$ cat config.mk
export PLATFORM = sky130hd
export DESIGN_NAME = magic_div_gen
export DESIGN_NICKNAME = d
export VERILOG_FILES = /design/src/rtl/mdg_pkg.sv /design/src/rtl/mdg_log2.sv /design/src/rtl/mdg_divider.sv /design/src/rtl/mdg_select.sv /design/src/rtl/magic_div_gen.sv
export SDC_FILE = /design/constraint.sdc
export NUM_CORES = 1
export LEC_CHECK = 0
export BUFFER_PORTS_ARGS = -buffer_cell sky130_fd_sc_hd__buf_4
export CORE_ASPECT_RATIO = 0.7
export CORE_MARGIN = 3
export CORE_UTILIZATION = 50
export CTS_CLUSTER_DIAMETER = 30
export CTS_CLUSTER_SIZE = 24
export DETAILED_ROUTE_END_ITERATION = 8
export PLACE_DENSITY_LB_ADDON = 0.25
export SETUP_SLACK_MARGIN = 0.15
export SLEW_MARGIN = 20
export SYNTH_ARGS = -nofsm -noshare
export SYNTH_HDL_FRONTEND = slang
export SYNTH_SLANG_ARGS = --single-unit
$ cat constraint.sdc
create_clock -name clk_i -period 3.45 [get_ports clk_i]
set_input_delay 0.5175 -clock clk_i [delete_from_list [all_inputs] [get_ports clk_i]]
set_output_delay 0.5175 -clock clk_i [all_outputs]
set_load 0.02 [all_outputs]
$ cat src/rtl/mdg_pkg.sv
package mdg_pkg;
  typedef enum logic [1:0] {
    ST_IDLE = 2'd0,
    ST_RUN  = 2'd1,
    ST_FIN  = 2'd2
  } mdg_state_e;
endpackage

$ cat src/rtl/mdg_log2.sv
module mdg_log2 #(
  parameter int DW = 32,
  localparam int SW = $clog2(DW)
) (
  input  logic [DW-1:0] val_i,
  output logic [SW-1:0] log2_o,
  output logic          pow2_o
);
  always_comb begin
    log2_o = '0;
    for (int i = 0; i < DW; i++) begin
      if (val_i[i]) log2_o = SW'(i);
    end
  end

  assign pow2_o = (val_i != '0) && ((val_i & (val_i - DW'(1))) == '0);
endmodule

$ cat src/rtl/mdg_divider.sv
module mdg_divider #(
  parameter int DW = 32,
  localparam int NW = 2 * DW
) (
  input  logic          clk_i,
  input  logic          rst_ni,
  input  logic          load_i,
  input  logic          step_i,
  input  logic [NW-1:0] dividend_i,
  input  logic [DW-1:0] divisor_i,
  output logic [NW-1:0] quot_o,
  output logic [DW-1:0] rem_o
);
  logic [NW-1:0] num_q;
  logic [DW-1:0] rem_q;
  logic [DW-1:0] div_q;
  logic [DW:0]   trial;
  logic          fits;
  logic [DW:0]   diff;

  // shift one dividend bit into the partial remainder
  assign trial = {rem_q, num_q[NW-1]};
  assign fits  = trial >= {1'b0, div_q};
  assign diff  = trial - {1'b0, div_q};

  always_ff @(posedge clk_i or negedge rst_ni) begin
    if (!rst_ni) begin
      num_q <= '0;
      rem_q <= '0;
      div_q <= '0;
    end else if (load_i) begin
      num_q <= dividend_i;
      rem_q <= '0;
      div_q <= divisor_i;
    end else if (step_i) begin
      num_q <= {num_q[NW-2:0], fits};
      rem_q <= fits ? diff[DW-1:0] : trial[DW-1:0];
    end
  end

  assign quot_o = num_q;
  assign rem_o  = rem_q;


  rem_bound_chk: assert property (@(posedge clk_i) disable iff (!rst_ni)
    (step_i && !load_i && div_q != '0) |=> (rem_q < div_q));
endmodule

$ cat src/rtl/mdg_select.sv
module mdg_select #(
  parameter int DW = 32,
  localparam int SW = $clog2(DW)
) (
  input  logic [DW:0]   quot_i,
  input  logic [DW-1:0] rem_i,
  input  logic [SW-1:0] shift_i,
  output logic [DW-1:0] magic_o,
  output logic          round_down_o
);
  logic [DW:0] thresh;
  logic [DW:0] m_ceil;
  logic [DW:0] m_pick;

  assign thresh       = (DW+1)'(1) << shift_i;
  assign round_down_o = {1'b0, rem_i} <= thresh;
  assign m_ceil       = quot_i + (DW+1)'(rem_i != '0);
  assign m_pick       = round_down_o ? (m_ceil - (DW+1)'(1)) : m_ceil;
  // top bit is implicit at the consumer
  assign magic_o      = {1'b0, m_pick[DW-2:0]};
endmodule

$ cat src/rtl/magic_div_gen.sv
module magic_div_gen
  import mdg_pkg::*;
#(
  parameter int DW = 32,
  localparam int SW = $clog2(DW),
  localparam int NW = 2 * DW,
  localparam int CW = $clog2(NW)
) (
  input  logic          clk_i,
  input  logic          rst_ni,
  input  logic          start_i,
  input  logic [DW-1:0] divisor_i,
  output logic          busy_o,
  output logic          done_o,
  output logic [SW-1:0] shift_o,
  output logic [DW-1:0] magic_o,
  output logic          round_down_o,
  output logic          pow2_o
);
  mdg_state_e    state_q;
  logic [CW-1:0] cnt_q;
  logic [SW-1:0] shift_q;
  logic          pow2_q;
  logic          accept;
  logic [SW-1:0] lg;
  logic          lg_pow2;
  logic [CW-1:0] sh_amt;
  logic [NW-1:0] dividend;
  logic [NW-1:0] quot;
  logic [DW-1:0] rem;
  logic [DW-1:0] sel_magic;
  logic          sel_rd;

  logic          done_q;
  logic [SW-1:0] shift_out_q;
  logic [DW-1:0] magic_out_q;
  logic          rd_out_q;
  logic          pow2_out_q;

  assign accept   = start_i && (state_q != ST_RUN);
  assign sh_amt   = CW'(lg) + CW'(DW);
  assign dividend = NW'(1) << sh_amt;

  mdg_log2 #(.DW(DW)) u_log2 (
    .val_i  (divisor_i),
    .log2_o (lg),
    .pow2_o (lg_pow2)
  );

  mdg_divider #(.DW(DW)) u_div (
    .clk_i      (clk_i),
    .rst_ni     (rst_ni),
    .load_i     (accept),
    .step_i     (state_q == ST_RUN),
    .dividend_i (dividend),
    .divisor_i  (divisor_i),
    .quot_o     (quot),
    .rem_o      (rem)
  );

  mdg_select #(.DW(DW)) u_sel (
    .quot_i       (quot[DW:0]),
    .rem_i        (rem),
    .shift_i      (shift_q),
    .magic_o      (sel_magic),
    .round_down_o (sel_rd)
  );

  always_ff @(posedge clk_i or negedge rst_ni) begin
    if (!rst_ni) begin
      state_q <= ST_IDLE;
      cnt_q   <= '0;
      shift_q <= '0;
      pow2_q  <= 1'b0;
    end else begin
      case (state_q)
        ST_RUN: begin
          cnt_q <= cnt_q + CW'(1);
          if (cnt_q == CW'(NW - 1)) state_q <= ST_FIN;
        end
        default: state_q <= ST_IDLE;
      endcase
      if (accept) begin
        state_q <= ST_RUN;
        cnt_q   <= '0;
        shift_q <= lg;
        pow2_q  <= lg_pow2;
      end
    end
  end

  always_ff @(posedge clk_i or negedge rst_ni) begin
    if (!rst_ni) begin
      done_q      <= 1'b0;
      shift_out_q <= '0;
      magic_out_q <= '0;
      rd_out_q    <= 1'b0;
      pow2_out_q  <= 1'b0;
    end else begin
      done_q <= (state_q == ST_FIN);
      if (state_q == ST_FIN) begin
        shift_out_q <= shift_q;
        magic_out_q <= sel_magic;
        rd_out_q    <= sel_rd;
        pow2_out_q  <= pow2_q;
      end
    end
  end

  assign busy_o       = (state_q == ST_RUN);
  assign done_o       = done_q;
  assign shift_o      = shift_out_q;
  assign magic_o      = magic_out_q;
  assign round_down_o = rd_out_q;
  assign pow2_o       = pow2_out_q;


  done_pulse_chk: assert property (@(posedge clk_i) disable iff (!rst_ni)
    done_o |=> !done_o);

  busy_after_start_chk: assert property (@(posedge clk_i) disable iff (!rst_ni)
    (start_i && !busy_o) |=> busy_o);

  start_ignored_chk: assert property (@(posedge clk_i) disable iff (!rst_ni)
    busy_o |=> $stable(shift_q));

  pow2_rd_chk: assert property (@(posedge clk_i) disable iff (!rst_ni)
    (done_o && pow2_o) |-> (round_down_o && magic_o == {1'b0, {(DW-1){1'b1}}}));

  hold_chk: assert property (@(posedge clk_i) disable iff (!rst_ni)
    (!$stable(magic_o) || !$stable(shift_o)) |-> done_o);
endmodule

== Word level (Yosys, flattened, before mapping) ==
Index checks and enable logic that the tools add are counted.
Word-level totals
  flip-flop bits (word level): 181
  bits of input ports: 35
  word-level logic and storage cells: 76
Cells by class
  magnitude comparators: 2
  mux-type cells: 42
  add/subtract/negate cells: 6
  bitwise logic cells: 1
  equal/unequal tests: 5
  reductions and logical operators: 6
  shift-type cells: 2
Operators by type and width (number)
  64-bit 2-to-1 mux: 2
  32-bit 2-to-1 mux: 3
  5-bit 2-to-1 mux: 16
  32-bit nonzero test: 2
  1-bit by 6-bit << shifter with 64-bit output, first input constant: 1
  33-bit by 32-bit >= comparator with 1-bit output: 1
  32-bit by 33-bit less-or-equal comparator with 1-bit output: 1
  1-bit by 5-bit << shifter with 33-bit output, first input constant: 1
  32-bit bitwise AND: 1
  32-bit logical NOT: 1
  4-bit 2-to-1 mux: 8
  32-bit by 1-bit subtractor with 32-bit output, second input constant: 1
  32-bit subtractor: 1
  31-bit by 1-bit adder with 31-bit output: 1
  31-bit 2-to-1 mux: 1
  31-bit by 1-bit subtractor with 31-bit output, second input constant: 1
  3-bit 2-to-1 mux: 4
  6-bit 2-to-1 mux: 2
  2-bit 2-to-1 mux: 5
  5-bit by 6-bit adder with 6-bit output, second input constant: 1
  6-bit by 1-bit adder with 6-bit output, second input constant: 1
  6-bit equality test, second input constant: 1
  3-bit by 1-bit inequality test with 1-bit output, second input constant: 1
  2-bit by 1-bit equality test with 1-bit output, second input constant: 1
  5 further kinds: 6

== Depth between registers and ports, before layout ==
Gate-level depths: netlist (run 1).
  depth after elaboration: 34
  mapped depth: 16
  mapped depth without buffers: 14

== Cells and area by module ==
A second synthesis (run 1) with hierarchy kept.
Unflattened totals
  cells, all modules: 1548
  area, all modules: 13394.1 um^2
By module, submodules not included
  mdg_divider: area an instance 7773.7 um^2, instances 1, cells each 860
  mdg_select: area an instance 2573.7 um^2, instances 1, cells each 387
  magic_div_gen: area an instance 2288.4 um^2, instances 1, cells each 186
  mdg_log2: area an instance 758.2 um^2, instances 1, cells each 115

== Least setup slack after synthesis (run 1) ==
OpenSTA, ideal clock, no wires.
  path kind: register -> register
  start point: register u_div.rem_q[17], in the netlist u_div.rem_o[17]
  end point: register magic_out_q[20], in the netlist magic_o[20]
  required time: 3.311 ns
  arrival time: 3.585 ns
  library setup time: 0.139 ns
  path slack: -0.274 ns
  cell stages (with the launch flop): 15
  buffers on the path: 2
  period minus slack after synthesis: 3.724 ns
  cell sequence: dfrtp_1 -> nor4_1 -> nand4_1 -> or2_2 -> ha_1 -> ha_1 -> clkbuf_1 -> and4_1 -> nor4_1 -> nand4_1 -> or4_4 -> buf_6 -> o311a_1 -> mux2i_1 -> o311ai_1
Between the ends
  word-level cells in the longest chain between the ends: 4
  elaborated cells between the ends (all ways): 5
RTL lines
  start, declared: RTL line mdg_divider.sv:15  | logic [DW-1:0] rem_q;
  start signal, assigned: RTL line mdg_divider.sv:37  | rem_q <= fits ? diff[DW-1:0] : trial[DW-1:0];
  32-bit nonzero test: RTL line mdg_select.sv:17  | assign m_ceil = quot_i + (DW+1)'(rem_i != '0);
  31-bit by 1-bit adder with 31-bit output: RTL line mdg_select.sv:17
  31-bit by 1-bit subtractor with 31-bit output: RTL line mdg_select.sv:18  | assign m_pick = round_down_o ? (m_ceil - (DW+1)'(1)) : m_ceil;
  31-bit 2-to-1 mux (*): RTL line mdg_select.sv:18
  end signal, assigned: RTL line magic_div_gen.sv:103  | magic_out_q <= sel_magic;
  end, declared: RTL line magic_div_gen.sv:36  | logic [DW-1:0] magic_out_q;
Every way passes the cells marked *; elsewhere a longest branch is shown, timed or not.
A chain may end at the register's enable or synchronous reset.

== Worst setup path after layout (run 1) ==
  start point: register u_div.rem_q[18], in the netlist u_div.rem_o[18]
  end point: register magic_out_q[20], in the netlist magic_o[20]
The elaborated chain is that of the path after synthesis.

==> metrics, run 1 <==
first-pass iteration count of the detailed router 6; total global routing track utilization a little over a quarter; Clock Tree Buf Depth 2; type of the most critical hold path in2async; vias in the first global route ~11000; WHS between 150 and 200 ps; post-DR wirelength/cell just under 20 um; ratio of total power to cell area around 1000 nW/um^2; number of warnings reported in the yosys synthesis log 0; fraction of final layout cells sized beyond drive strength 1 21.9%; vias between 10000 and 15000; number of antenna violations at the first check in global routing 1; worst setup margin -379 ps; sequential-to-total area share from yosys stat about 36%; post-synth design cell area 12500 um^2; first-pass GRT wire length 59.8 mm; gp weighted congestion approximately 0.9; Critical R2R Launch u_div.rem_o[18]; clock root buffer sky130_fd_sc_hd__clkbuf_16; Residual DRC 0; failing checks negative setup slack; end-of-flow core utilization between 60% and 70%; Most used DFF post-synth sky130_fd_sc_hd__dfrtp_1; y dimension of the die 138 um; latest clock arrival within the worst-skew pair ~450 ps; status finished, violations left; first-iteration detailed-routing DRC count approximately 1200; met2 Resource Use GR between 30% and 40%; worst-case headroom to the max-slew limit 34.3%; CTS H-Tree Depth 4; Slowest cell on crit path sky130_fd_sc_hd__or4_4; Hold Violations, Final 0; Crit path max-delay family simple AND/OR/NAND/NOR gates; post-detailed-placement half-perimeter wirelength about 28 mm; Net Count, Synth 1619; core box area between 20000 and 25000 um^2; Post-Syn Instances around 1500; Period Utilization, post-route 111%; Final nets between 1500 and 2000; peak fanout along the critical path 7; count of cell types in the netlist 76; crit path capture type register; actual slew at the worst max-slew pin just under 1000 ps; setup repair after global routing missed its margin yes; clk sink count around 180; Boundary Pins 76; die width 195 um; cells along the critical path nor4_2 > buf_4 > nand4_1 > or2_4 > ha_4 > buf_4 > and3_4 > or4_4 > a211oi_4 > nand4_1 > or4_4 > or3_1 > o311ai_1; leakage power figure roughly 6.9 nW; per-instance average area after synthesis 8.25 um^2; post-detailed-route count of antenna-violating nets 0; hold buffer count at cts 0; pin count of the biggest net entering global routing 100; Critical path buffers and inverters 2; Initial Util just over 50%; Inserted Diodes 0; Synth Register Bits 181; met1 track demand over resource a little over two fifths; worst setup timing slack at the placement stage -452 ps; setup clock skew after layout roughly 14 ps; CTS tree done; fraction of registers with async set/reset 100%; critical path start-end classification reg2reg; critical path required time 3800 ps; Crit Reg-Reg Endpoint magic_o[20]; setup slack, reg-to-reg -380 ps; Layout Area Growth over Synthesis 23.7%; final count of negative-setup-slack endpoints 22; most used routing layer in global routing met1; area of the die around 27000 um^2; IR drop worst, VDD around 0.59 mV; element type at the critical path start register; met3 global-route usage approximately 6.8%; number of enable flip-flop cells after synthesis 0; number of max-cap violations 0; final critical path time including I/O delays and setup 3830 ps; Final Routed Wirelength around 39 mm; input/output buffers between 70 and 80; worst stage delay on the critical path around 570 ps; Inserted Clock Buffers 17; Fmax 261 MHz; Final Max Tran Viols 0; mean number of vias per cell roughly 6.1; clock slew at reported path FFs roughly 70 ps; number of rows in the core area between 40 and 50; crit path DAT 4170 ps; overflow left after global routing 0; worst reg2reg path depth 13
[per-stage QoR]
stage               TNS, ps  power [W]  instance area, um^2  instances
CTS                   -3070     0.0150                15000       1976
global route          -7960     0.0171                15500       1997
finish                -4740     0.0160                15500       1997
global placement      -3650     0.0125                14100       1934
detailed placement    -3910     0.0128                14100       1934
floorplan              -121    0.00967                12600       1515
[registers in the layout (all words and copies together), names as in the netlist]
| register | cells |
|---|---|
| shift_q | 5 |
| magic_o | 31 |
| pow2_o | 1 |
| u_div.quot_o | 64 |
| state_q | 2 |
| pow2_q | 1 |
| cnt_q | 6 |
| done_o | 1 |
| round_down_o | 1 |
| shift_o | 5 |
| u_div.div_q | 32 |
| u_div.rem_o | 32 |
[how the worst max path moves through the flow]
stage	start	slack, ps	endpoint	cells past startpoint
2_1_floorplan	u_div.rem_o[23]	-90	magic_o[20]	15
3_3_place_gp	u_div.rem_o[2]	-420	magic_o[23]	16
3_5_place_dp	u_div.rem_o[2]	-450	magic_o[23]	16
4_1_cts	u_div.rem_o[14]	-340	magic_o[23]	14
5_1_grt	u_div.rem_o[2]	-560	magic_o[29]	16
6_report	u_div.rem_o[18]	-380	magic_o[20]	13
[cell usage in the layout, fill, tap and decap left out, types with 22 or more instances in the layout]
master	count
sky130_fd_sc_hd__o21ai_0	110
sky130_fd_sc_hd__nor2_1	66
sky130_fd_sc_hd__mux2i_1	30
sky130_fd_sc_hd__inv_1	66
sky130_fd_sc_hd__xnor2_1	35
sky130_fd_sc_hd__and3_1	30
sky130_fd_sc_hd__dfrtp_1	178
sky130_fd_sc_hd__nor3_1	33
sky130_fd_sc_hd__buf_4	215
sky130_fd_sc_hd__nand3_1	100
sky130_fd_sc_hd__nand4_1	22
sky130_fd_sc_hd__ha_1	64
sky130_fd_sc_hd__nand2_1	231
sky130_fd_sc_hd__xor2_1	23
sky130_fd_sc_hd__a21oi_1	56
[cell usage after synthesis (4+ instances only)]
cell	n	area [um^2]
sky130_fd_sc_hd__a211o_1	4	35.0
sky130_fd_sc_hd__a211oi_1	10	75.1
sky130_fd_sc_hd__a21boi_0	6	45.0
sky130_fd_sc_hd__a21o_1	17	128
sky130_fd_sc_hd__a21oi_1	60	300
sky130_fd_sc_hd__a221o_1	16	160
sky130_fd_sc_hd__a221oi_1	5	43.8
sky130_fd_sc_hd__a31oi_1	9	56.3
sky130_fd_sc_hd__and2_1	10	62.6
sky130_fd_sc_hd__and3_1	32	200
sky130_fd_sc_hd__and4_1	6	52.6
sky130_fd_sc_hd__buf_1	12	45.0
sky130_fd_sc_hd__buf_6	4	45.0
sky130_fd_sc_hd__clkbuf_1	79	297
sky130_fd_sc_hd__dfrtp_1	181	4530
sky130_fd_sc_hd__ha_1	68	851
sky130_fd_sc_hd__inv_1	68	255
sky130_fd_sc_hd__mux2_2	7	78.8
sky130_fd_sc_hd__mux2i_1	30	300
sky130_fd_sc_hd__nand2_1	233	875
sky130_fd_sc_hd__nand2b_1	14	87.6
sky130_fd_sc_hd__nand3_1	102	510
sky130_fd_sc_hd__nand4_1	22	138
sky130_fd_sc_hd__nor2_1	76	285
sky130_fd_sc_hd__nor2b_1	9	56.3
sky130_fd_sc_hd__nor3_1	40	200
sky130_fd_sc_hd__nor3b_1	6	45.0
sky130_fd_sc_hd__nor4_1	28	175
sky130_fd_sc_hd__nor4b_1	5	43.8
sky130_fd_sc_hd__o2111ai_1	5	43.8
sky130_fd_sc_hd__o211ai_1	8	60.1
sky130_fd_sc_hd__o21a_1	21	158
sky130_fd_sc_hd__o21ai_0	129	646
sky130_fd_sc_hd__o21bai_1	5	37.5
sky130_fd_sc_hd__o221ai_1	14	123
sky130_fd_sc_hd__o22a_1	4	35.0
sky130_fd_sc_hd__o22ai_1	4	25.0
sky130_fd_sc_hd__o311ai_0	5	43.8
sky130_fd_sc_hd__o31ai_1	16	120
sky130_fd_sc_hd__or2_2	8	50.1
sky130_fd_sc_hd__or3_1	15	93.8
sky130_fd_sc_hd__or4_1	6	45.0
sky130_fd_sc_hd__xnor2_1	40	350
sky130_fd_sc_hd__xor2_1	24	210
[per-layer routing]
metal	share of wire [%]	wire length [um]	vias to the layer above
met2	41	15800	539
li1	-	-	5775
met4	1.6	617	2
met3	9.3	3620	58
met1	48	18700	5890
met5	0.034	13	-
[worst register-to-register path: cells and delay by family, from the launching register on]
| family | cells | cell delay [ps] |
|---|---|---|
| fa+ha+maj | 1 | 180 |
| compound gates | 2 | 480 |
| flops | 1 | 390 |
| buf+inv | 2 | 280 |
| simple gates | 8 | 2410 |
[cell type report]
class,instances,area [um^2]
sequential,181,4530
timing repair buffer,232,1870
multi-input combinational,1166,7850
tap,318,398
clock buffer,17,425
clock inverter,15,136
fill,2007,8640
inverter,68,255
[kinds of logic (layout without fill, tap and decap cells)]
| kind of cell | count (synthesis) | count (layout) | share of synthesized area, % |
|---|---|---|---|
| AOI/OAI and AO/OA | 368 | 368 | 19.2 |
| xor gates and xnor gates | 64 | 64 | 4.48 |
| adders and majority gates | 72 | 72 | 7.21 |
| buffers and inverters | 168 | 332 | 5.37 |
| DFF | 181 | 181 | 36.2 |
| muxes | 37 | 37 | 3.03 |
| other | 1 | 1 | 0.0300 |
| and+or+nand+nor | 624 | 624 | 24.4 |
[timing repair]
action / CTS / global route
endpoints found under the setup margin: 25 / 60
pin swaps: 24 / 39
setup buffers: 10 / 19
resized for setup: 57 / 72
cloned: 0 / 2
[report_power, final]
group          internal [W]  leakage (nW)  switching [W]
combinational       0.00463          4.48        0.00583
clock              0.000956         0.277       0.000932
sequential          0.00301          2.18       0.000677
Note: power is estimated with default switching activity, not from simulation.
==> inputs of run 2 (changes only) <==
Settings changed: BUFFER_PORTS_ARGS -buffer_cell sky130_fd_sc_hd__buf_4 to default, DONT_BUFFER_PORTS from default to 1, SKIP_LAST_GASP from default to 1.
==> run 2 against run 1 <==
- routed wire length fell by 4.4%
- critical path depth rose by 3
- count of clock-buffer cells in the layout rose by 3
- critical endpoint is now magic_o[23]
- the run ends with negative hold slack, negative setup slack left
- core utilization fell by 3.7 points
- die area did not move
==> metrics, run 2 (synthesis results as in run 1) <==
Final Routed Wirelength 37.1 mm (-4.4%); leakage power figure 6.29 nW (-9.3%); overall power of the completed layout 0.0154 W (-3.6%); total global routing track utilization 26.6% (-0.55 points); setup repair after global routing missed its margin yes; number of max-cap violations 0 (unchanged); mean number of vias per cell 6.18 (+0.57%); IR drop worst, VDD 0.634 mV (+6.9%); Fmax 259 MHz (-0.74%); worst stage delay on the critical path 390 ps (-180 ps); core box area 24100 um^2 (unchanged); ratio of total power to cell area 1060 nW/um^2 (+2.3%); Slowest cell on crit path sky130_fd_sc_hd__dfrtp_1; Non-Filler Cell Area, Final 14600 um^2 (-5.8%); actual slew at the worst max-slew pin 1030 ps (+44.1 ps); cells along the critical path nor4_2 > buf_4 > nand4_1 > or2_4 > ha_4 > ha_4 > buf_6 > nor3_2 > o211ai_1 > a211oi_4 > nand4_1 > nor4_1 > o211ai_1 > o31ai_1 > mux2i_1 > a211o_1; setup clock skew after layout 12.1 ps (-1.96 ps); Final Max Tran Viols 0 (unchanged); gp weighted congestion 0.924 (+0.43%); CTS tree done; placed standard-cell area 13500 um^2 (-4.4%); type of the most critical hold path in2async; most common cell after layout, fill and taps aside sky130_fd_sc_hd__nand2_1; number of rows in the core area 47 (unchanged); input/output buffers 0 (-100%); timing startpoint of the critical path u_div.rem_o[18]; vias in the first global route 10689 (-2.6%); Hold Violations, Final 181 (+181); number of flip-flops under the largest register name 64 (unchanged); clock root buffer sky130_fd_sc_hd__clkbuf_16; element type at the critical path start register; worst-case headroom to the max-slew limit 31.5% (-2.9 points); Boundary Pins 76 (unchanged); critical path start-end classification reg2reg; commonest non-fill, non-tap cells in the layout sky130_fd_sc_hd__nand2_1 (230), sky130_fd_sc_hd__dfrtp_1 (178), sky130_fd_sc_hd__buf_4 (128), sky130_fd_sc_hd__o21ai_0 (126), sky130_fd_sc_hd__nand3_1 (102); Period Utilization, post-route 112% (+0.83 points); Inserted Clock Buffers 17 (unchanged); first-iteration detailed-routing DRC count 1197 (+0.76%); post-detailed-placement half-perimeter wirelength 26.8 mm (-4.2%); post-DR wirelength/cell 19.5 um (+0.55%); fraction of final layout cells sized beyond drive strength 1 16.0% (-5.9 points); area of the die 27000 um^2 (unchanged); Clock Tree Buf Depth 2 (unchanged); post-detailed-route count of antenna-violating nets 0 (unchanged); WHS -219 ps (-401 ps); CTS H-Tree Depth 4 (unchanged); status finished, violations left; overflow left after global routing 0 (unchanged); latest clock arrival within the worst-skew pair 440 ps (about the same); Initial Util 51.9% (unchanged); clk sink count 181 (unchanged); crit path DAT 4180 ps (about the same); number of antenna violations at the first check in global routing 1 (unchanged); failing checks negative hold slack, negative setup slack; vias 11722 (-4.4%); final critical path time including I/O delays and setup 3860 ps (+28.6 ps); pin count of the biggest net entering global routing 182 (+82%); first-pass GRT wire length 58.5 mm (-2.2%); Inserted Diodes 0 (unchanged); worst setup margin -407 ps (-28.6 ps); final count of negative-setup-slack endpoints 17 (-23%); clock slew at reported path FFs 70 ps (about the same); Layout Area Growth over Synthesis 16.6%; peak fanout along the critical path 10 (+3); Critical path buffers and inverters 2 (unchanged); Residual DRC 0 (unchanged); y dimension of the die 138 um (unchanged); critical path required time 3770 ps (-30 ps); crit path capture type register; Critical R2R Launch u_div.rem_o[18]; Crit path max-delay family compound AO/OA/AOI/OAI gates; Final nets 1672 (-5.5%); first-pass iteration count of the detailed router 6 (unchanged); die width 195 um (unchanged)
[run 2: changes by cell type in the layout (fill, tap and decap cells not counted), moves of 6 or more]
cell | before | now
sky130_fd_sc_hd__o21ai_0 | 110 | 126
sky130_fd_sc_hd__ha_1 | 64 | 58
sky130_fd_sc_hd__o21ai_1 | 18 | 3
sky130_fd_sc_hd__buf_4 | 215 | 128
[run 2: repair_timing]
item,CTS,global route
gates resized for setup,28,44
endpoints found under the setup margin,27,62
endpoints found under the hold margin,181,181
pin swaps,17,19
setup buffers,9,2
[run 2: metal layers]
layer	global-route usage, %	share of wire (%)	vias up
met5	0	0	-
met4	4.95	0.95	0
met3	5.57	8.4	33
met2	36.6	42	454
met1	43.0	49	5668
li1	-	-	5567
[run 2: metrics by stage]
stage	worst slack [ps]	std cells	setup TNS (ps)	util, %
2_1_floorplan	-90.2	1515	-121	-
5_1_grt	-547	1898	-8510	60.4
4_1_cts	-394	1896	-4440	59.4
6_report	-407	1898	-4960	60.4
3_5_place_dp	-511	1856	-5710	56.0
3_3_place_gp	-297	1856	-3010	56.0
[run 2: where the power goes]
part | internal, W | total, W | switching (W)
clock | 0.00125 | 0.00211 | 0.000860
combinational | 0.00422 | 0.00963 | 0.00542
sequential | 0.00301 | 0.00370 | 0.000687
total | 0.00848 | 0.0154 | 0.00697
[run 2: area by class of cell]
cell class / instances / area [um^2]
Tap cell: 318 / 398
Timing Repair Buffer: 134 / 1040
Sequential cell: 181 / 4530
Clock buffer: 20 / 457
Inverter: 68 / 255
Clock inverter: 11 / 173
Fill cell: 2120 / 9540
Multi-Input combinational cell: 1166 / 7720
[run 2: worst paths after layout]
| kind | endpoint | cells past startpoint | slack [ps] |
|---|---|---|---|
| worst max-delay path | magic_o[23] | 16 | -410 |
| worst min-delay path | shift_o[3] | 0 | -220 |
| worst max register to register | magic_o[23] | 16 | -410 |
| worst min register to register | u_div.quot_o[36] | 1 | 490 |
| max in group asynchronous | shift_q[3] | 0 | 3320 |
| min in group clk_i | u_div.quot_o[22] | 1 | 180 |
